===== config.mk =====
export PLATFORM = sky130hd
export DESIGN_NAME = rx_ring_consumer
export DESIGN_NICKNAME = d
export VERILOG_FILES = /design/src/rtl/rx_ring_consumer.sv
export SDC_FILE = /design/constraint.sdc
export NUM_CORES = 1
export LEC_CHECK = 0
export BUFFER_PORTS_ARGS = -buffer_cell sky130_fd_sc_hd__buf_2
export CAP_MARGIN = 20
export CORE_MARGIN = 2
export CORE_UTILIZATION = 45
export CTS_BUF_LIST = sky130_fd_sc_hd__clkbuf_16
export CTS_CLUSTER_SIZE = 14
export DETAILED_ROUTE_END_ITERATION = 12
export GPL_TIMING_DRIVEN = 1
export PLACE_DENSITY = 0.71
export SLEW_MARGIN = 10
export SYNTH_ARGS = -nofsm -noshare
export SYNTH_HDL_FRONTEND = slang
export SYNTH_SLANG_ARGS = --single-unit

===== constraint.sdc =====
create_clock -name clk -period 7 [get_ports clk]
set_input_delay 0.35 -clock clk [delete_from_list [all_inputs] [get_ports clk]]
set_output_delay 0.35 -clock clk [all_outputs]
set_load 0.01 [all_outputs]

===== src/rtl/rx_ring_consumer.sv =====
module rx_ring_consumer #(
  parameter int RING = 2,
  parameter int BUF_BYTES = 1536,
  localparam int IW = (RING > 1) ? $clog2(RING) : 1
) (
  input  logic          clk,
  input  logic          rst_n,
  input  logic          init_req,
  input  logic          req,
  input  logic          peek,
  input  logic          wr_en,
  input  logic [IW-1:0] wr_idx,
  input  logic [31:0]   wr_status,
  input  logic [IW-1:0] rd_idx,
  output logic [31:0]   rd_status,
  output logic [31:0]   rd_len,
  output logic [IW-1:0] head,
  output logic          res_valid,
  output logic [2:0]    res_code,
  output logic [10:0]   res_len,
  output logic          oversize,
  output logic          reset_req
);
  localparam logic [31:0] OWNED = 32'h8000_0000;
  localparam logic [31:0] LEN_BASE = 32'h8000_0000 | 32'(BUF_BYTES);
  localparam logic [31:0] EOR = 32'h0200_0000;

  logic [31:0] stat [RING];
  logic [31:0] hs;
  logic        is_good, is_frag;

  assign hs        = stat[head];
  assign is_good   = (hs & 32'h3800_8300) == 32'h0000_0300;
  assign is_frag   = (hs & 32'h3800_0300) != 32'h0000_0300;
  assign rd_status = stat[rd_idx];
  assign rd_len    = LEN_BASE | ((32'(rd_idx) == RING - 1) ? EOR : 32'h0);

  always_ff @(posedge clk) begin
    if (!rst_n || init_req) begin
      for (int i = 0; i < RING; i++) stat[i] <= OWNED;
      head      <= '0;
      res_valid <= 1'b0;
      res_code  <= 3'd0;
      res_len   <= '0;
      oversize  <= 1'b0;
      reset_req <= 1'b0;
    end else begin
      res_valid <= req;
      res_code  <= 3'd0;
      res_len   <= '0;
      oversize  <= 1'b0;
      reset_req <= 1'b0;
      if (req) begin
        if (hs[31]) res_code <= 3'd1;
        else if (peek) res_code <= 3'd2;
        else if (is_good) begin
          res_code   <= 3'd3;
          res_len    <= hs[26:16] - 11'd4;
          stat[head] <= OWNED;
          head       <= head + 1'b1;
        end else if (is_frag) begin
          res_code <= 3'd4;
          oversize <= hs[15:0] != 16'h7FFF;
          head     <= head + 1'b1;
        end else begin
          res_code  <= 3'd5;
          reset_req <= 1'b1;
        end
      end
      if (wr_en) stat[wr_idx] <= wr_status;
    end
  end
endmodule



==> out/qor.yml, run 1 <==
grt:
  grt_overflow: 0
  track_usage: 0.168
  grt_pass1_vias: 2567
  grt_pass1_wl_um: 12500
  grt_max_degree: 34
  antenna_found_initial: 0
sta:
  hold_ws_ns: 0.298
  setup_ws_ns: 3.83
  final_max_slew_viol_count: 0
  rsz0062_at_grt: "no"
  clock-skew-final_ns: 0.00631
  relSlewSlack: 0.309
  fin_crit_sh: 0.452
  setup_viol: 0
  worst_pin_slew_ns: 1.03
  hold_viol: 0
  max_freq_mhz: 316
  fin_setup_tns_ns: 0
  finalCriticalPeriod_ns: 3.17
min_path:
  min_path_type: "in -> reg"
logic_synthesis:
  syn_inst: 317
  synthTopCellsByArea: "edfxtp_1 (47%), and2_1 (9.9%), dfxtp_1 (9.4%)"
  synth.distinct_cells: 50
  yosys_most_used_dff: "edfxtp_1"
  ys_ff_latch: 83
  ys_warn_count: 0
  synth.top_cell.area_share: 0.473
  postSynth.asyncResetShare: 0
  synth_area_per_cell_sq_um: 12.8
  synth-edff-count: 64
  synth_top_area_cell: "edfxtp_1"
  synth_seq_area_share: 0.567
  synthesis.area_sq_um: 4060
routing:
  drc: 0
  postRouteAntennaNets: 0
  post_drt_via_cell_ratio: 4.97
  dr.pass1.iters: 4
  wl_per_cell_um: 15.6
  initialDrtViolationCount: 154
  via_count: 2572
  wirelength_um: 8070
die:
  rows: 34
  coreArea_sq_um: 8720
  ioPinCount: 122
  die_area_sq_um: 9810
  die_h_um: 99.0
  start_util: 0.466
  die_x_um: 99.0
setup_path:
  crit_required_ns: 6.96
  worst_ep_arrival_time_ns: 3.12
  worst-path-stages: 5
  path_class: "reg -> reg"
  critPathMaxFanout: 32
  crit_path_end_kind: "flop"
  setup.worst_path.end: "stat[1][1]"
  cp_cell_sequence: "buf_4 > mux2i_1 > nand4b_1 > nand3b_2 > o21ai_4"
  r2r_end: "stat[1][1]"
  rr_worst_depth: 5
  max_stage_delay_ns: 0.92
  crit_family: "compound AO/OA/AOI/OAI gates"
  start_kind: "flop"
  r2r_slack_ns: 3.83
  crit_slowest_cell: "o21ai_4"
  cp_num_buf_inv: 1
cts:
  cts_resized: 0
  cts_tree: "done"
  numCtsBuffers: 9
  clock_latency_ns: 0.34
  hold_buffers: 0
  h-tree-depth: 3
  cts_sinks: 83
  root_buffer: "clkbuf_16"
  clk_pin_slew_worst_paths_ns: 0.06
  cts_setup_buffers: 0
  clock_path_buffers: 2
layout:
  drive_gt1_frac: 0.368
  final_cell_area_sq_um: 4820
  instances_no_fill: 518
  syn_to_final_growth_pct: 18.6
  multi_input_area_sq_um: 1590
  register_area_sq_um: 2300
  final_cell_mix: "buf_2 (90), and2_1 (64), edfxtp_1 (64)"
  fin_nets: 446
  num_antenna_cells: 0
  final_common_cell: "buf_2"
  fillers: 755
place:
  placed_cell_area_sq_um: 4500
  dpl_worst_slack_ns: 3.80
  gp_congestion: 0.896
  portBuffers: 90
  dpl.hpwl_um: 5670
  dp.cells: 501
power:
  p_leak_nw: 2.05
  power.density_nw_per_um2: 239
  ir_worst_vdd_uv: 110
run_status:
  status: "complete, no violations"
job:
  drv_cap: 0
[metrics by stage]
step | utilization | power, mW
after floorplan | - | 0.666
after CTS | 0.550 | 1.16
final | 0.553 | 1.15
after global routing | 0.553 | 1.19
after global placement | 0.516 | 0.697
after detailed placement | 0.516 | 0.700
[cell type report]
class | count | share of cell area
clock buffers | 9 | 0.0467
well taps | 108 | 0.0280
multi-input cells | 216 | 0.329
repair buffers | 94 | 0.104
clock inverters | 7 | 0.0143
flip-flops and latches | 83 | 0.478
inverters | 1 | 0.000779
[sequential cells by signal (all words and copies together) (netlist names), named ones only]
name / flops
res_code: 3
head: 1
stat: 64
reset_req: 1
oversize: 1
res_valid: 1
res_len: 11
[metal layers]
| metal | vias to the layer above | share of wire | global-route usage |
|---|---|---|---|
| li1 | 1252 | - | - |
| met1 | 1216 | 0.41 | 0.206 |
| met2 | 95 | 0.51 | 0.287 |
| met3 | 9 | 0.070 | 0.0404 |
| met4 | 0 | 0.014 | 0.0643 |
| met5 | - | 0 | 0 |
[synth_stat cells (2+ instances only)]
library cell,instances
xor2_1,3
clkbuf_1,7
dfxtp_1,19
buf_1,3
nand4_1,6
edfxtp_1,64
nor2b_1,4
o21a_1,3
nor4_1,3
and2_1,64
nand3b_1,2
mux2_2,32
nand4b_1,3
buf_4,34
conb_1,2
nor2_1,14
nor4b_1,2
o21ai_0,2
nand2b_1,4
mux2i_1,12
xnor2_1,4
or3_1,2
[logic make-up after synthesis]
logic type | after synthesis | synth area share
XOR/XNOR | 7 | 0.0151
AO/OA/AOI/OAI | 16 | 0.0360
AND/OR/NAND/NOR | 117 | 0.182
buffers and inverters | 47 | 0.0770
flip-flops | 83 | 0.567
multiplexers | 44 | 0.118
adder cells (fa/ha/maj) | 1 | 0.00308
other | 2 | 0.00185
[worst min path at each step]
stage / startpoint / slack [ns] / cells after the start / endpoint
finish: wr_status[14] / 0.30 / 2 / stat[0][14]
global placement: stat[1][17] / 0.52 / 2 / res_len[1]
CTS: wr_status[9] / 0.29 / 2 / stat[0][9]
global route: wr_status[18] / 0.30 / 2 / stat[1][18]
floorplan: stat[0][16] / 0.47 / 2 / res_len[0]
detailed placement: stat[1][16] / 0.51 / 2 / res_len[0]
[power by group]
part | leakage, nW | internal, mW | switching [mW]
clock | 0.131 | 0.274 | 0.187
combinational | 1.07 | 0.0533 | 0.0630
sequential | 0.850 | 0.558 | 0.0161
total | 2.05 | 0.885 | 0.266
No activity file was read; power rests on OpenSTA's default activity.
==> inputs of run 2 (changes only) <==
- PLACE_DENSITY: 0.71 -> 0.74
- clock period: 7 -> 2.8 ns (I/O delays scaled with it)
==> out/qor.yml, run 2 (synthesized netlist as in run 1, its figures left out) <==
setup_path:
  worst-path-stages: 6  # was 5
  cp_cell_sequence: "buf_4 > or4_4 > a22oi_4 > nand3b_2 > o21ai_4 > buf_4"  # was buf_4 > mux2i_1 > nand4b_1 > nand3b_2 > o21ai_4
  r2r_end: "stat[0][26]"  # was stat[1][1]
  setup.worst_path.end: "stat[0][26]"  # was stat[1][1]
  crit_slowest_cell: "or4_4"  # was o21ai_4
  critPathMaxFanout: 25  # was 32
  max_stage_delay_ns: 0.56  # was 0.92 ns
  crit_top_cell: "buf_4"
  rr_worst_depth: 6  # was 5
  crit_family: "simple AND/OR/NAND/NOR gates"  # was compound AO/OA/AOI/OAI gates
  cp_num_buf_inv: 2  # was 1
  start_kind: "flop"  # unchanged
  r2r_slack_ns: 0.29  # was 3.83 ns
  crit_required_ns: 2.79  # was 6.96 ns
  worst_ep_arrival_time_ns: 2.51  # was 3.12 ns
  path_class: "reg -> reg"  # unchanged
  crit_path_end_kind: "flop"  # unchanged
cts:
  clk_pin_slew_worst_paths_ns: 0.06  # about the same
  root_buffer: "clkbuf_16"  # unchanged
  numCtsBuffers: 9  # unchanged
  clock_latency_ns: 0.33  # was 0.34 ns
  cts_setup_buffers: 0  # unchanged
  cts_sinks: 83  # unchanged
  cts_resized: 0  # unchanged
  h-tree-depth: 3  # unchanged
  clock_path_buffers: 2  # unchanged
  cts_tree: "done"  # unchanged
  hold_buffers: 0  # unchanged
sta:
  max_freq_mhz: 398  # was 316 MHz
  hold_viol: 0  # unchanged
  setup_viol: 0  # unchanged
  clock-skew-final_ns: 0.00468  # was 0.00631 ns
  setup_ws_ns: 0.287  # was 3.83 ns
  rsz0062_at_grt: "no"  # unchanged
  worst_pin_slew_ns: 0.779  # was 1.03 ns
  relSlewSlack: 0.480  # was 0.309
  finalCriticalPeriod_ns: 2.51  # was 3.17 ns
  fin_crit_sh: 0.898  # was 0.452
  final_max_slew_viol_count: 0  # unchanged
routing:
  wirelength_um: 8390  # was 8070 um
  dr.pass1.iters: 4  # unchanged
  post_drt_via_cell_ratio: 5.01  # was 4.97
  drc: 0  # unchanged
  initialDrtViolationCount: 121  # was 154
  via_count: 2632  # was 2,572
  postRouteAntennaNets: 0  # unchanged
  wl_per_cell_um: 16.0  # was 15.6 um
layout:
  largest_register_ffs: 64  # unchanged
  final_cell_mix: "buf_2 (90), and2_1 (64), edfxtp_1 (64)"  # unchanged
  regMostFlops: "stat"  # unchanged
  final_common_cell: "buf_2"  # unchanged
  fin_nets: 453  # was 446
  syn_to_final_growth_pct: 20.4  # was 18.6%
  drive_gt1_frac: 0.374  # was 0.368
  reg_top3: "stat (64), res_len (11), res_code (3)"  # unchanged
  final_cell_area_sq_um: 4890  # was 4820 sq um
  num_antenna_cells: 0  # unchanged
die:
  ioPinCount: 122  # unchanged
  die_area_sq_um: 9810  # unchanged
  die_x_um: 99.0  # unchanged
  rows: 34  # unchanged
  start_util: 0.466  # unchanged
  die_h_um: 99.0  # unchanged
  coreArea_sq_um: 8720  # unchanged
grt:
  track_usage: 0.175  # was 0.168
  grt_pass1_wl_um: 13000  # was 12,500 um
  grt_pass1_vias: 2582  # was 2,567
  grt_overflow: 0  # unchanged
  grt_max_degree: 34  # unchanged
  antenna_found_initial: 0  # unchanged
place:
  dpl.hpwl_um: 6010  # was 5670 um
  portBuffers: 90  # unchanged
  gp_congestion: 0.769  # was 0.896
  dpl_worst_slack_ns: 0.284  # was 3.80 ns
  placed_cell_area_sq_um: 4560  # was 4500 sq um
job:
  drv_cap: 0  # unchanged
power:
  p_seq_frac: 0.472  # was 0.499
  p_clk_frac: 0.431  # was 0.400
  p_leak_nw: 2.11  # was 2.05 nW
  power_frac_comb: 0.096  # was 0.101
  switching_share: 0.215  # was 0.231
  power.density_nw_per_um2: 622  # was 239 nW/um^2
  cell_internal_pwr_mw: 2.39  # was 885 uW
  switching_power_uw: 653  # was 266 uW
  ir_worst_vdd_uv: 250  # was 110 uV
min_path:
  min_path_type: "in -> reg"  # unchanged
run_status:
  status: "complete, no violations"  # unchanged
[run 2: cell count changes in the layout (fill, tap and decap cells not counted)]
cell	before	now
inv_1	1	3
buf_16	1	0
bufinv_16	1	3
clkinv_2	1	0
buf_4	3	11
clkinvlp_4	4	1
[run 2: routing by layer]
metal | global-route usage | share of wire | vias up | wire [um]
li1 | - | - | 1267 | -
met1 | 0.219 | 0.40 | 1245 | 3330
met2 | 0.304 | 0.52 | 110 | 4340
met3 | 0.0383 | 0.073 | 10 | 615
met4 | 0.0506 | 0.013 | 0 | 108
met5 | 0 | 0 | - | 0
[run 2: cell type report]
class	instances	area, sq um
sequential	83	2300
clock buffer	9	225
multi-input combinational	216	1590
clock inverter	7	109
fill	719	3830
inverter	1	3.75
timing repair buffer	101	533
tap	108	135
[run 2: power groups by stage]
stage	sequential, mW	clock [mW]	combinational [mW]
after floorplan	1.45	0	0.216
after global placement	1.46	0	0.290
after detailed placement	1.46	0	0.293
after CTS	1.44	1.32	0.295
after global routing	1.45	1.39	0.321
final	1.44	1.31	0.294
[run 2: how the worst min path moves through the flow]
stage                   from           to  cells past startpoint
2_1_floorplan           peek  res_code[1]                      1
3_3_place_gp   wr_status[11]  stat[1][11]                      2
3_5_place_dp   wr_status[31]  stat[0][31]                      2
4_1_cts         wr_status[3]   stat[1][3]                      2
5_1_grt        wr_status[19]  stat[0][19]                      2
6_report        wr_status[3]   stat[1][3]                      2
[run 2: per-stage QoR]
stage | hold WS (ns) | power (mW) | setup TNS, ns | util | std cells
after floorplan | 0.296 | 1.66 | -26.00 | - | 346
after global placement | 0.429 | 1.75 | 0 | 0.523 | 509
after detailed placement | 0.431 | 1.75 | 0 | 0.523 | 509
after CTS | 0.0884 | 3.06 | 0 | 0.561 | 525
after global routing | 0.0954 | 3.15 | 0 | 0.561 | 525
final | 0.0959 | 3.04 | 0 | 0.561 | 525
==> inputs of run 3 (changes only) <==
- BUFFER_PORTS_ARGS: -buffer_cell sky130_fd_sc_hd__buf_2 -> -buffer_cell sky130_fd_sc_hd__buf_4
- CORE_MARGIN: 2 -> not set
==> out/qor.yml, run 3 (synthesized netlist as in run 1, its figures left out) <==
run_status:
  status: "complete, no violations"  # unchanged
grt:
  antenna_found_initial: 0  # unchanged
  track_usage: 0.184  # was 0.175
  grt_pass1_vias: 2676  # was 2,582
  grt_max_degree: 34  # unchanged
  grt_pass1_wl_um: 13200  # was 13,000 um
  grt_overflow: 0  # unchanged
cts:
  hold_buffers: 0  # unchanged
  clk_pin_slew_worst_paths_ns: 0.06  # about the same
  numCtsBuffers: 9  # unchanged
  cts_setup_buffers: 0  # unchanged
  cts_tree: "done"  # unchanged
  clock_path_buffers: 2  # unchanged
  root_buffer: "clkbuf_16"  # unchanged
  cts_resized: 0  # unchanged
  cts_sinks: 83  # unchanged
  clock_latency_ns: 0.33  # about the same
  h-tree-depth: 3  # unchanged
die:
  die_x_um: 97.0  # was 99.0 um
  ioPinCount: 122  # unchanged
  start_util: 0.466  # unchanged
  coreArea_sq_um: 8720  # unchanged
  die_h_um: 97.0  # was 99.0 um
  rows: 34  # unchanged
  die_area_sq_um: 9410  # was 9810 sq um
sta:
  clock-skew-final_ns: 0.00723  # was 0.00468 ns
  setup_viol: 0  # unchanged
  rsz0062_at_grt: "no"  # unchanged
  relSlewSlack: 0.618  # was 0.480
  fin_crit_sh: 0.876  # was 0.898
  worst_pin_slew_ns: 0.566  # was 0.779 ns
  finalCriticalPeriod_ns: 2.45  # was 2.51 ns
  max_freq_mhz: 408  # was 398 MHz
  hold_viol: 0  # unchanged
  final_max_slew_viol_count: 0  # unchanged
setup_path:
  path_class: "reg -> reg"  # unchanged
  start_kind: "flop"  # unchanged
  max_stage_delay_ns: 0.58  # was 0.56 ns
  crit_slowest_cell: "dfxtp_1"  # was or4_4
  critPathMaxFanout: 9  # was 25
  cp_cell_sequence: "or4b_1 > a22oi_4 > nand3b_2 > o21ai_4 > buf_4"  # was buf_4 > or4_4 > a22oi_4 > nand3b_2 > o21ai_4 > buf_4
  worst_ep_arrival_time_ns: 2.49  # was 2.51 ns
  crit_path_end_kind: "flop"  # unchanged
  cp_num_buf_inv: 1  # was 2
  crit_required_ns: 2.84  # was 2.79 ns
  crit_family: "simple AND/OR/NAND/NOR gates"  # unchanged
layout:
  final_common_cell: "buf_4"  # was buf_2
  largest_register_ffs: 64  # unchanged
  final_cell_mix: "buf_4 (100), and2_1 (64), edfxtp_1 (64)"  # was buf_2 (90), and2_1 (64), edfxtp_1 (64)
  syn_to_final_growth_pct: 25.1  # was 20.4%
  instances_no_fill: 525  # unchanged
  num_antenna_cells: 0  # unchanged
  reg_top3: "stat (64), res_len (11), res_code (3)"  # unchanged
  drive_gt1_frac: 0.376  # was 0.374
  regMostFlops: "stat"  # unchanged
  final_cell_area_sq_um: 5080  # was 4890 sq um
  fin_nets: 453  # unchanged
place:
  dpl.hpwl_um: 6020  # was 6010 um
  portBuffers: 90  # unchanged
  gp_congestion: 0.813  # was 0.769
  placed_cell_area_sq_um: 4800  # was 4560 sq um
  dp.cells: 509  # unchanged
power:
  power.density_nw_per_um2: 571  # was 622 nW/um^2
  p_leak_nw: 2.13  # was 2.11 nW
  ir_worst_vdd_uv: 296  # was 250 uV
routing:
  wl_per_cell_um: 15.8  # was 16.0 um
  dr.pass1.iters: 4  # unchanged
  postRouteAntennaNets: 0  # unchanged
  drc: 0  # unchanged
  wirelength_um: 8270  # was 8390 um
  initialDrtViolationCount: 131  # was 121
  via_count: 2647  # was 2,632
  post_drt_via_cell_ratio: 5.04  # was 5.01
min_path:
  min_path_type: "in -> reg"  # unchanged
job:
  drv_cap: 0  # unchanged
-- run 3: cell count changes in the layout (fill, tap and decap cells not counted) --
cell / before / now
clkinv_2: 0 / 2
buf_2: 90 / 0
bufinv_16: 3 / 1
clkinvlp_4: 1 / 2
buf_4: 11 / 100
clkinv_1: 1 / 0
buf_12: 0 / 1
-- run 3: power by group --
part	total (mW)	switching, mW	internal (mW)
logic	0.336	0.162	0.174
registers	1.44	0.0419	1.39
clock network	1.13	0.451	0.680
-- run 3: final timing paths --
check | start | end | slack [ns] | depth (start not counted)
worst max register to register | flop | stat[0][28] | 0.35 | 5
worst min-delay path | wr_status[11] | stat[1][11] | 0.09 | 2
worst max-delay path | flop | stat[0][28] | 0.35 | 5
worst min register to register | stat[1][18] | res_len[2] | 0.53 | 1
-- run 3: per-layer routing --
layer,part of all wire,up-vias,global-route usage
met2,0.52,92,0.319
met1,0.40,1283,0.216
met4,0.021,0,0.0712
met5,0,-,0
li1,-,1260,-
met3,0.057,12,0.0513
-- run 3: per-stage QoR --
step	TNS, ns	utilization	power (mW)	worst slack, ns	hold WS, ns
floorplan	-26.00	-	1.66	-0.406	0.296
global placement	0	0.550	1.79	0.434	0.420
detailed placement	0	0.550	1.80	0.365	0.428
CTS	0	0.583	2.92	0.348	0.0814
global route	0	0.583	3.01	0.217	0.0796
finish	0	0.583	2.90	0.348	0.0867
-- run 3: cell type report --
| class | count | area [sq um] |
|---|---|---|
| fillers | 711 | 3640 |
| flip-flops and latches | 83 | 2300 |
| inverters | 1 | 3.75 |
| multi-input cells | 216 | 1590 |
| clock buffers | 9 | 225 |
| well taps | 108 | 135 |
| repair buffers | 101 | 771 |
| clock inverters | 7 | 62.6 |
